### config.mk
export PLATFORM = sky130hd
export DESIGN_NAME = pw32_walker
export DESIGN_NICKNAME = d
export VERILOG_FILES = /design/src/rtl/pw32_pkg.sv /design/src/rtl/pw32_addr_gen.sv /design/src/rtl/pw32_entry_dec.sv /design/src/rtl/pw32_ctrl.sv /design/src/rtl/pw32_walker.sv
export SDC_FILE = /design/constraint.sdc
export NUM_CORES = 1
export LEC_CHECK = 0
export CAP_MARGIN = 20
export CORE_ASPECT_RATIO = 2
export CORE_MARGIN = 2
export CORE_UTILIZATION = 45
export CTS_CLUSTER_SIZE = 40
export DETAILED_ROUTE_END_ITERATION = 10
export DONT_BUFFER_PORTS = 1
export GPL_ROUTABILITY_DRIVEN = 0
export GPL_TIMING_DRIVEN = 0
export PLACE_DENSITY = 0.67
export SLEW_MARGIN = 20
export SYNTH_ARGS = -nofsm -noshare
export SYNTH_HDL_FRONTEND = slang
export SYNTH_SLANG_ARGS = --single-unit
### constraint.sdc
create_clock -name clk -period 1.75 [get_ports clk]
set_clock_uncertainty 0.1 [all_clocks]
set_input_delay 0.0875 -clock clk [delete_from_list [all_inputs] [get_ports clk]]
set_output_delay 0.0875 -clock clk [all_outputs]
set_load 0.005 [all_outputs]
### src/rtl/pw32_pkg.sv
package pw32_pkg;

  // entry flag positions; the walker and downstream decode these
  localparam int PW_P      = 0;
  localparam int PW_RW     = 1;
  localparam int PW_US     = 2;
  localparam int PW_A      = 5;
  localparam int PW_PS     = 7;
  localparam int PW_EXT_LO = 13;
  localparam int PW_RSV4M  = 21;

  typedef enum logic [2:0] {
    PW_IDLE   = 3'd0,
    PW_RD_DIR = 3'd1,
    PW_WT_DIR = 3'd2,
    PW_WB_DIR = 3'd3,
    PW_RD_TBL = 3'd4,
    PW_WT_TBL = 3'd5,
    PW_FIN    = 3'd6
  } pw_state_e;

endpackage

### src/rtl/pw32_addr_gen.sv
module pw32_addr_gen #(
  parameter int DW       = 32,
  parameter int PG_SHIFT = 12,
  parameter int IDX_W    = 10
) (
  input  logic [DW-PG_SHIFT-1:0] root_frame,
  input  logic [DW-PG_SHIFT-1:0] tbl_frame,
  input  logic [DW-PG_SHIFT-1:0] vpn,
  input  logic [DW-1:0]          a20_mask,
  output logic [DW-1:0]          dir_addr,
  output logic [DW-1:0]          tbl_addr
);
  localparam int VPN_W  = DW - PG_SHIFT;
  localparam int ENT_SH = 2;
  localparam int PAD    = DW - IDX_W - ENT_SH;

  logic [DW-1:0] dir_base, tbl_base, dir_off, tbl_off;

  assign dir_base = {root_frame, {PG_SHIFT{1'b0}}};
  assign tbl_base = {tbl_frame, {PG_SHIFT{1'b0}}};
  assign dir_off  = {{PAD{1'b0}}, vpn[VPN_W-1 -: IDX_W], {ENT_SH{1'b0}}};
  assign tbl_off  = {{PAD{1'b0}}, vpn[IDX_W-1:0], {ENT_SH{1'b0}}};

  assign dir_addr = (dir_base + dir_off) & a20_mask;
  assign tbl_addr = (tbl_base + tbl_off) & a20_mask;
endmodule

### src/rtl/pw32_entry_dec.sv
module pw32_entry_dec
  import pw32_pkg::*;
#(
  parameter int DW = 32,
  parameter int EW = 40
) (
  input  logic [DW-1:0] entry,
  input  logic          pse_en,
  output logic          present,
  output logic          accessed,
  output logic          big,
  output logic          rsvd_big,
  output logic          user,
  output logic          writable,
  output logic [EW-1:0] wide
);
  localparam int HI = EW - DW;

  assign present  = entry[PW_P];
  assign accessed = entry[PW_A];
  assign big      = entry[PW_P] & entry[PW_PS] & pse_en;
  assign rsvd_big = entry[PW_RSV4M];
  assign user     = entry[PW_US];
  assign writable = entry[PW_RW];

  generate
    if (HI > 0) begin : g_widen
      assign wide = {entry[PW_EXT_LO +: HI], entry};
    end else begin : g_plain
      assign wide = entry;
    end
  endgenerate
endmodule

### src/rtl/pw32_ctrl.sv
module pw32_ctrl
  import pw32_pkg::*;
(
  input  logic      clk,
  input  logic      rst_n,
  input  logic      start,
  input  logic      req_ready,
  input  logic      rsp_valid,
  input  logic      present,
  input  logic      big,
  input  logic      rsvd_big,
  input  logic      accessed,
  output pw_state_e state_q,
  output logic      ld_req,
  output logic      take_dir,
  output logic      oc_np,
  output logic      oc_rsvd,
  output logic      oc_big,
  output logic      oc_small
);
  pw_state_e state_d;

  always_comb begin
    state_d  = state_q;
    ld_req   = 1'b0;
    take_dir = 1'b0;
    oc_np    = 1'b0;
    oc_rsvd  = 1'b0;
    oc_big   = 1'b0;
    oc_small = 1'b0;
    case (state_q)
      PW_IDLE: begin
        if (start) begin
          ld_req  = 1'b1;
          state_d = PW_RD_DIR;
        end
      end
      PW_RD_DIR: if (req_ready) state_d = PW_WT_DIR;
      PW_WT_DIR: begin
        if (rsp_valid) begin
          take_dir = 1'b1;
          if (!present) begin
            oc_np   = 1'b1;
            state_d = PW_FIN;
          end else if (big) begin
            oc_rsvd = rsvd_big;
            oc_big  = !rsvd_big;
            state_d = PW_FIN;
          end else if (!accessed) begin
            state_d = PW_WB_DIR;
          end else begin
            state_d = PW_RD_TBL;
          end
        end
      end
      PW_WB_DIR: if (req_ready) state_d = PW_RD_TBL;
      PW_RD_TBL: if (req_ready) state_d = PW_WT_TBL;
      PW_WT_TBL: begin
        if (rsp_valid) begin
          oc_np    = !present;
          oc_small = present;
          state_d  = PW_FIN;
        end
      end
      PW_FIN:  state_d = PW_IDLE;
      default: state_d = PW_IDLE;
    endcase
  end

  always_ff @(posedge clk or negedge rst_n) begin
    if (!rst_n) state_q <= PW_IDLE;
    else        state_q <= state_d;
  end
endmodule

### src/rtl/pw32_walker.sv
module pw32_walker
  import pw32_pkg::*;
#(
  parameter int DW       = 32,
  parameter int EW       = 40,
  parameter int PG_SHIFT = 12,
  parameter int IDX_W    = 10
) (
  input  logic          clk,
  input  logic          rst_n,
  input  logic          start,
  input  logic [DW-1:0] vaddr,
  input  logic [DW-1:0] root_base,
  input  logic          pse_en,
  input  logic [DW-1:0] a20_mask,
  output logic          busy,
  output logic          mem_req_valid,
  input  logic          mem_req_ready,
  output logic          mem_req_write,
  output logic [DW-1:0] mem_req_addr,
  output logic [DW-1:0] mem_req_wdata,
  input  logic          mem_rsp_valid,
  input  logic [DW-1:0] mem_rsp_data,
  output logic          done,
  output logic          fault_np,
  output logic          fault_rsvd,
  output logic          page_4m,
  output logic          perm_user,
  output logic          perm_write,
  output logic          perm_exec,
  output logic [EW-1:0] leaf_entry,
  output logic [DW-1:0] leaf_addr
);
  localparam int FR_W = DW - PG_SHIFT;
  localparam logic [DW-1:0] ACC_SET = DW'(1) << PW_A;

  pw_state_e state_q;
  logic ld_req, take_dir, oc_np, oc_rsvd, oc_big, oc_small, res_en;

  logic [FR_W-1:0] vpn_q, root_q;
  logic            pse_q;
  logic [DW-1:0]   a20_q, dir_q;
  logic [DW-1:0]   dir_addr, tbl_addr;

  logic          d_present, d_accessed, d_big, d_rsvd, d_user, d_writable;
  logic [EW-1:0] d_wide;

  logic          np_d, rsvd_d, big_d, user_d, write_d, exec_d;
  logic [EW-1:0] ent_d;
  logic [DW-1:0] addr_d;
  logic          np_q, rsvd_q, big_q, user_q, write_q, exec_q;
  logic [EW-1:0] ent_q;
  logic [DW-1:0] addr_q;

  pw32_ctrl u_ctrl (
    .clk      (clk),
    .rst_n    (rst_n),
    .start    (start),
    .req_ready(mem_req_ready),
    .rsp_valid(mem_rsp_valid),
    .present  (d_present),
    .big      (d_big),
    .rsvd_big (d_rsvd),
    .accessed (d_accessed),
    .state_q  (state_q),
    .ld_req   (ld_req),
    .take_dir (take_dir),
    .oc_np    (oc_np),
    .oc_rsvd  (oc_rsvd),
    .oc_big   (oc_big),
    .oc_small (oc_small)
  );

  pw32_addr_gen #(.DW(DW), .PG_SHIFT(PG_SHIFT), .IDX_W(IDX_W)) u_addr (
    .root_frame(root_q),
    .tbl_frame (dir_q[DW-1:PG_SHIFT]),
    .vpn       (vpn_q),
    .a20_mask  (a20_q),
    .dir_addr  (dir_addr),
    .tbl_addr  (tbl_addr)
  );

  pw32_entry_dec #(.DW(DW), .EW(EW)) u_dec (
    .entry   (mem_rsp_data),
    .pse_en  (pse_q),
    .present (d_present),
    .accessed(d_accessed),
    .big     (d_big),
    .rsvd_big(d_rsvd),
    .user    (d_user),
    .writable(d_writable),
    .wide    (d_wide)
  );

  // memory port
  assign busy          = (state_q != PW_IDLE);
  assign done          = (state_q == PW_FIN);
  assign mem_req_valid = (state_q == PW_RD_DIR) || (state_q == PW_WB_DIR) ||
                         (state_q == PW_RD_TBL);
  assign mem_req_write = (state_q == PW_WB_DIR);
  assign mem_req_addr  = (state_q == PW_RD_TBL) ? tbl_addr : dir_addr;
  assign mem_req_wdata = (state_q == PW_WB_DIR) ? (dir_q | ACC_SET) : '0;

  // request capture
  always_ff @(posedge clk or negedge rst_n) begin
    if (!rst_n) begin
      vpn_q  <= '0;
      root_q <= '0;
      pse_q  <= 1'b0;
      a20_q  <= '0;
    end else if (ld_req) begin
      vpn_q  <= vaddr[DW-1:PG_SHIFT];
      root_q <= root_base[DW-1:PG_SHIFT];
      pse_q  <= pse_en;
      a20_q  <= a20_mask;
    end
  end

  always_ff @(posedge clk or negedge rst_n) begin
    if (!rst_n)        dir_q <= '0;
    else if (take_dir) dir_q <= mem_rsp_data;
  end

  // result next values
  assign res_en = oc_np | oc_rsvd | oc_big | oc_small;

  always_comb begin
    np_d    = oc_np;
    rsvd_d  = oc_rsvd;
    big_d   = oc_big | oc_rsvd;
    exec_d  = oc_big | oc_small;
    user_d  = 1'b0;
    write_d = 1'b0;
    ent_d   = '0;
    if (oc_big) begin
      user_d  = d_user;
      write_d = d_writable;
      ent_d   = d_wide;
    end else if (oc_small) begin
      user_d  = d_user & dir_q[PW_US];
      write_d = d_writable & dir_q[PW_RW];
      ent_d   = EW'(mem_rsp_data);
    end
    addr_d = (state_q == PW_WT_TBL) ? tbl_addr : dir_addr;
  end

  always_ff @(posedge clk or negedge rst_n) begin
    if (!rst_n) begin
      np_q    <= 1'b0;
      rsvd_q  <= 1'b0;
      big_q   <= 1'b0;
      user_q  <= 1'b0;
      write_q <= 1'b0;
      exec_q  <= 1'b0;
      ent_q   <= '0;
      addr_q  <= '0;
    end else if (res_en) begin
      np_q    <= np_d;
      rsvd_q  <= rsvd_d;
      big_q   <= big_d;
      user_q  <= user_d;
      write_q <= write_d;
      exec_q  <= exec_d;
      ent_q   <= ent_d;
      addr_q  <= addr_d;
    end
  end

  assign fault_np   = np_q;
  assign fault_rsvd = rsvd_q;
  assign page_4m    = big_q;
  assign perm_user  = user_q;
  assign perm_write = write_q;
  assign perm_exec  = exec_q;
  assign leaf_entry = ent_q;
  assign leaf_addr  = addr_q;
endmodule

==> impl_metrics.toml, run 1 <==
[global_route]
grt_util_all_layers_pct = 27.31
grt_overflow = 0
antenna_found_initial = 1
grt_pass1_wl_mm = 39.88
grt_max_degree = 182
grt_pass1_vias = 6841

[routing]
num_vias = 6268
drt_iter0_markers = 274
wl_per_cell_microns = 25.65
drtAntennaViolNets = 0
wirelength_mm = 27.53
drc = 0
drt-pass1-iter-count = 4
vias_per_cell = 5.842

[pwr]
power_density_nw_per_um2 = 1691
power.leakage_nw = 5.754
vdd_drop_max_mv = 1.007

[placement]
place_area_sq_um = 8419
port_buffers = 0
hpwlAfterDp_mm = 16.62
dp.cells = 886
pre_cts_slack_ps = -424.4

[synth]
synth_cells = 670
synth_edf_count = 0
synthFlopType = "dfrtp_1"
synth_top_cell_by_area = "dfrtp_1"
yosysSeqAreaShare_pct = 55.72
synthMuxAreaShare_pct = 18.64
yosys_warnings = 0
synthAdderAreaFrac_pct = 0
ys_types = 43
yosysTopAreaCellShare_pct = 55.72
synth-simple-area-share_pct = 9.943
ys_top_cells_by_area = "dfrtp_1, mux2_2, nand2_1"
synthArstFlopShare_pct = 100.0
synth_compound_gate_area_share_pct = 11.71
synth_seq_cells = 181
syn_area_per_cell_sq_um = 12.13
synth_top_family_by_area = "multiplexers"
synth_xor_area_share_pct = 0.1077
syn-cell-area_sq_um = 8129

[timing]
fmax_mhz = 490.7
drv_slew = 0
period_minus_slack_ps = 2038
rsz0062_at_grt = "true"
finalWorstSetupSlack_ps = -287.9
timing.hold.ws_ps = -757.7
setup_viol = 241
fin_crit_sh_pct = 116.5
hold_viol_final = 181

[final_layout]
drive_above_1_share_pct = 42.96
nFillCells = 1194
utilization_pct = 68.14
fin_nets = 980
stdcell_count = 1073
area_delta_synth_final_pct = 48.36
design_area_sq_um = 12060
seq_area_sq_um = 4531
multi_input_area_sq_um = 4114

[run]
cap_violations = 0

[floorplanning]
fp.dieH_microns = 194.1
dieArea_sq_um = 19220
rows = 69
start_util_pct = 45.93
die_w_microns = 99.04
pin_count = 280
core-area_sq_um = 17700

[cts]
clkLatencyLatePin_ps = 430
root_buffer = "clkbuf_16"
clk_path_buf_depth = 2
cts_tree = "yes"
clkTransAtPathRegs_ps = 70
htree_levels = 4
cts_hold_buf = 105
cts_buffers = 17
cts_sinks = 181

[worst_setup_path]
startpoint_type = "flop"
setup.worst_path.class = "flop to flop"
crit_fanout = 6
required_ps = 1960
critPathCaptureType = "flop"
crit_arrival_ps = 2250

[run_status]
status = "finished, violations left"
failed_checks = "negative hold slack, negative setup slack"

[worst_hold_path]
worstHoldPathType = "primary input to asynchronous set/reset pin"
[repair_timing]
action / CTS / global route
endpoints found under the hold margin: 327 / 181
gates cloned: 14 / 5
gates resized for setup: 283 / 119
setup buffers: 25 / 13
pin swaps: 38 / 43
endpoints found under the setup margin: 239 / 241
[report_power, final]
| group | switching (W) | total, W | internal (W) | leakage, nW |
|---|---|---|---|---|
| clock | 0.00170 | 0.00397 | 0.00226 | 0.302 |
| combinational | 0.00348 | 0.00861 | 0.00514 | 3.19 |
| sequential | 0.00184 | 0.00781 | 0.00597 | 2.26 |
| total | 0.00702 | 0.0204 | 0.0134 | 5.75 |
[worst paths after layout]
kind                            cells past startpoint                 to  slack [ps]               from
worst min-delay path                                0           vpn_q[1]        -760              rst_n
worst min register to register                      1          dir_q[11]         410          dir_q[11]
min in group clk                                    4  u_ctrl.state_q[0]          30              start
worst max-delay path                                6         root_q[12]        -290  u_ctrl.state_q[2]
worst max register to register                      6         root_q[12]        -290  u_ctrl.state_q[2]
max in group asynchronous                           0     leaf_entry[30]        1890              rst_n
[placed cells by master (no fill, tap or decap), drive strengths merged, types with 2 or more instances in the layout]
cell type | synthesis | final
a21boi | 60 | 60
a21o | 5 | 5
a21oi | 5 | 5
a22o | 42 | 42
a22oi | 2 | 2
and2 | 31 | 31
and3 | 2 | 2
buf | 30 | 77
bufinv | 0 | 3
clkbuf | 19 | 37
clkinv | 0 | 7
conb | 1 | 4
dfrtp | 181 | 181
dlygate4sd3 | 0 | 105
inv | 6 | 11
mux2 | 132 | 132
nand2 | 124 | 124
nand2b | 2 | 2
nor2 | 4 | 4
o21ai | 6 | 6
[metal layers]
layer	wire length [microns]	GRT usage (%)	vias up
li1	-	-	2678
met1	8833	27.57	3185
met2	15370	49.82	308
met3	1614	6.020	97
met4	1709	16.29	0
met5	0	0	-
[registers in the layout, indices dropped and copies added (netlist names)]
| register | count |
|---|---|
| leaf_entry | 40 |
| dir_q | 31 |
| a20_q | 30 |
| leaf_addr | 30 |
| root_q | 20 |
| vpn_q | 20 |
| u_ctrl.state_q | 3 |
| fault_np | 1 |
| fault_rsvd | 1 |
| page_4m | 1 |
| perm_exec | 1 |
| perm_user | 1 |
| perm_write | 1 |
| pse_q | 1 |
[cell type report]
type	count	area share, %
Sequential cell	181	37.57
Multi-Input combinational cell	437	34.11
Inverter	6	0.1867
Tap cell	213	2.210
Timing Repair Buffer	159	15.50
Buffer	44	5.416
Antenna cell	1	0.02075
Clock buffer	17	3.527
Clock inverter	15	1.463
[kinds of logic (layout without fill, tap and decap cells)]
| kind of cell | count (synthesis) | in the layout |
|---|---|---|
| AND/OR/NAND/NOR | 176 | 176 |
| XOR/XNOR | 1 | 1 |
| other | 1 | 5 |
| multiplexers | 133 | 133 |
| AO/OA/AOI/OAI | 123 | 123 |
| buffers and inverters | 55 | 241 |
| flip-flops | 181 | 181 |
[Yosys cell counts (all sizes together) (2+ instances only)]
| cell | count |
|---|---|
| a21boi | 60 |
| a21o | 5 |
| a21oi | 5 |
| a22o | 42 |
| a22oi | 2 |
| and2 | 31 |
| and3 | 2 |
| buf | 30 |
| clkbuf | 19 |
| dfrtp | 181 |
| inv | 6 |
| mux2 | 132 |
| nand2 | 124 |
| nand2b | 2 |
| nor2 | 4 |
| o21ai | 6 |
[critical path, stage by stage (launching register included)]
cell	delay, ps
dfrtp_2	470
or3_4	460
nor2_4	160
buf_8	170
buf_12	120
buf_12	130
mux2_4	300
[through the flow]
stage / power, W / setup TNS, ps
CTS: 0.01912 / -37420
detailed placement: 0.01246 / -55280
global route: 0.02127 / -57660
finish: 0.02039 / -43710
global placement: 0.01214 / -44400
floorplan: 0.01089 / -375.1
Note: power is estimated with default switching activity, not from simulation.
==> run 2, diff against run 1 <==
==> constraint.sdc (replaced) <==
create_clock -name clk -period 1.6 [get_ports clk]
set_clock_uncertainty 0.1 [all_clocks]
set_input_delay 0.08 -clock clk [delete_from_list [all_inputs] [get_ports clk]]
set_output_delay 0.08 -clock clk [all_outputs]
set_load 0.005 [all_outputs]
==> run 2 against run 1 <==
  * The flow still finishes with violations (negative hold slack, negative setup slack)
  * Die area is the same
  * Power grew 8.0%
  * Non-clock buffer count shrank 1
  * Sequential power grew 9.2%
  * Combinational power grew 8.5%
  * Final cell count shrank 0.19%
  * Via count shrank 1.2%
  * Sequential cell count is the same
==> impl_metrics.toml, run 2 (synthesis results as in run 1) <==
[run_status]
status = "finished, violations left"
failed_checks = "negative hold slack, negative setup slack"

[run]
cap_violations = 0

[routing]
drt-pass1-iter-count = 4
drc = 0
drtAntennaViolNets = 0
drt_iter0_markers = 275
num_vias = 6191
wirelength_mm = 27.27
wl_per_cell_microns = 25.46
vias_per_cell = 5.781

[worst_setup_path]
crit_arrival_ps = 1810
crit_fanout = 7
cp_slowest_cell = "dfrtp_2"
cp.buffers_inverters = 3
required_ps = 1420
critPathCaptureType = "primary output"
critPathTopFamily = "buffers and inverters"
path_cells = "clkinvlp_4 > nor3b_4 > buf_6 > clkbuf_16 > and2_4"
critPathMaxStageDelay_ps = 450
setup.worst_path.class = "flop to primary output"
startpoint_type = "flop"

[cts]
htree_levels = 4
cts_hold_buf = 107
root_buffer = "clkbuf_16"
cts_tree = "yes"
clkLatencyLatePin_ps = 430
clkTransAtPathRegs_ps = 70
cts_sinks = 181
cts_buffers = 17
clk_path_buf_depth = 2

[floorplanning]
core-area_sq_um = 17700
fp.dieH_microns = 194.1
rows = 69
start_util_pct = 45.93
pin_count = 280
die_w_microns = 99.04
dieArea_sq_um = 19220

[global_route]
antenna_found_initial = 0
grt_overflow = 0
grt_pass1_wl_mm = 40.05
grt_max_degree = 182
grt_pass1_vias = 6888
grt_util_all_layers_pct = 27.54

[timing]
fin_crit_sh_pct = 124.5
timing.hold.ws_ps = -754.4
rsz0062_at_grt = "true"
finalWorstSetupSlack_ps = -391.6
setup_viol = 243
period_minus_slack_ps = 1992
fmax_mhz = 502.1
drv_slew = 0
hold_viol_final = 181

[final_layout]
area_delta_synth_final_pct = 47.48
drive_above_1_share_pct = 42.54
largest_reg_flops = 40
final_common_cell = "dfrtp_1"
diodes = 0
fin_nets = 979
final_cell_mix = "dfrtp_1, dlygate4sd3_1, nand2_1"
stdcell_count = 1071

[pwr]
vdd_drop_max_mv = 1.039
power.leakage_nw = 5.644
power_density_nw_per_um2 = 1837

[placement]
port_buffers = 0
dp.cells = 886
hpwlAfterDp_mm = 16.42
pre_cts_slack_ps = -571.1

[worst_hold_path]
worstHoldPathType = "primary input to asynchronous set/reset pin"
==> run 2: worst register-to-register path, delay by kind of cell (launching register included) <==
family / cells / cell delay (ps)
and+or+nand+nor: 2 / 630
DFF: 1 / 470
buffers and inverters: 2 / 370
muxes: 1 / 310
==> run 2: metrics by stage <==
stage	TNS (ps)	utilization [%]	total power, W	area, sq um
after floorplan	-17360	-	0.01195	8182
after global placement	-75780	47.73	0.01333	8448
after detailed placement	-80960	47.73	0.01367	8448
after CTS	-71610	65.61	0.02097	11610
after global routing	-89670	67.74	0.02302	11990
final	-77150	67.74	0.02202	11990
==> run 2: worst paths after layout <==
kind	from	to	slack (ps)	cells past startpoint
worst min-delay path	rst_n	a20_q[3]	-750	0
min in group clk	mem_rsp_data[21]	leaf_entry[37]	60	3
worst max-delay path	u_ctrl.state_q[0]	mem_req_wdata[23]	-390	5
max in group asynchronous	rst_n	leaf_addr[25]	1750	0
worst min register to register	dir_q[11]	dir_q[11]	420	1
worst max register to register	u_ctrl.state_q[2]	vpn_q[5]	-380	5
==> run 2: cell type report <==
cell class | instances | area (sq um)
fillers | 1203 | 5709
flip-flops and latches | 181 | 4532
multi-input cells | 437 | 4088
repair buffers | 156 | 1841
plain buffers | 46 | 659.4
clock buffers | 18 | 439.2
well taps | 213 | 266.5
clock inverters | 14 | 137.6
inverters | 6 | 26.28
==> run 2: metal layers <==
layer / vias to the layer above / wire (microns) / GRT usage [%]
met1: 3142 / 9068 / 28.30
met2: 293 / 15300 / 50.63
met3: 84 / 1423 / 5.732
met5: - / 0 / 0
li1: 2672 / - / -
met4: 0 / 1486 / 15.07
==> run 2: power breakdown <==
part / switching, W / leakage [nW] / total (W) / internal (W)
sequential: 0.00200 / 2.26 / 0.00853 / 0.00653
clock: 0.00192 / 0.273 / 0.00416 / 0.00223
combinational: 0.00376 / 3.11 / 0.00934 / 0.00558
total: 0.00768 / 5.64 / 0.0220 / 0.0143
==> run 2: what timing repair did <==
item,4_1_cts,5_1_grt
setup endpoints to repair,243,245
buffers inserted,24,6
gates cloned,16,5
resized for setup,290,81
pin swaps,24,48
hold endpoints to repair,329,181
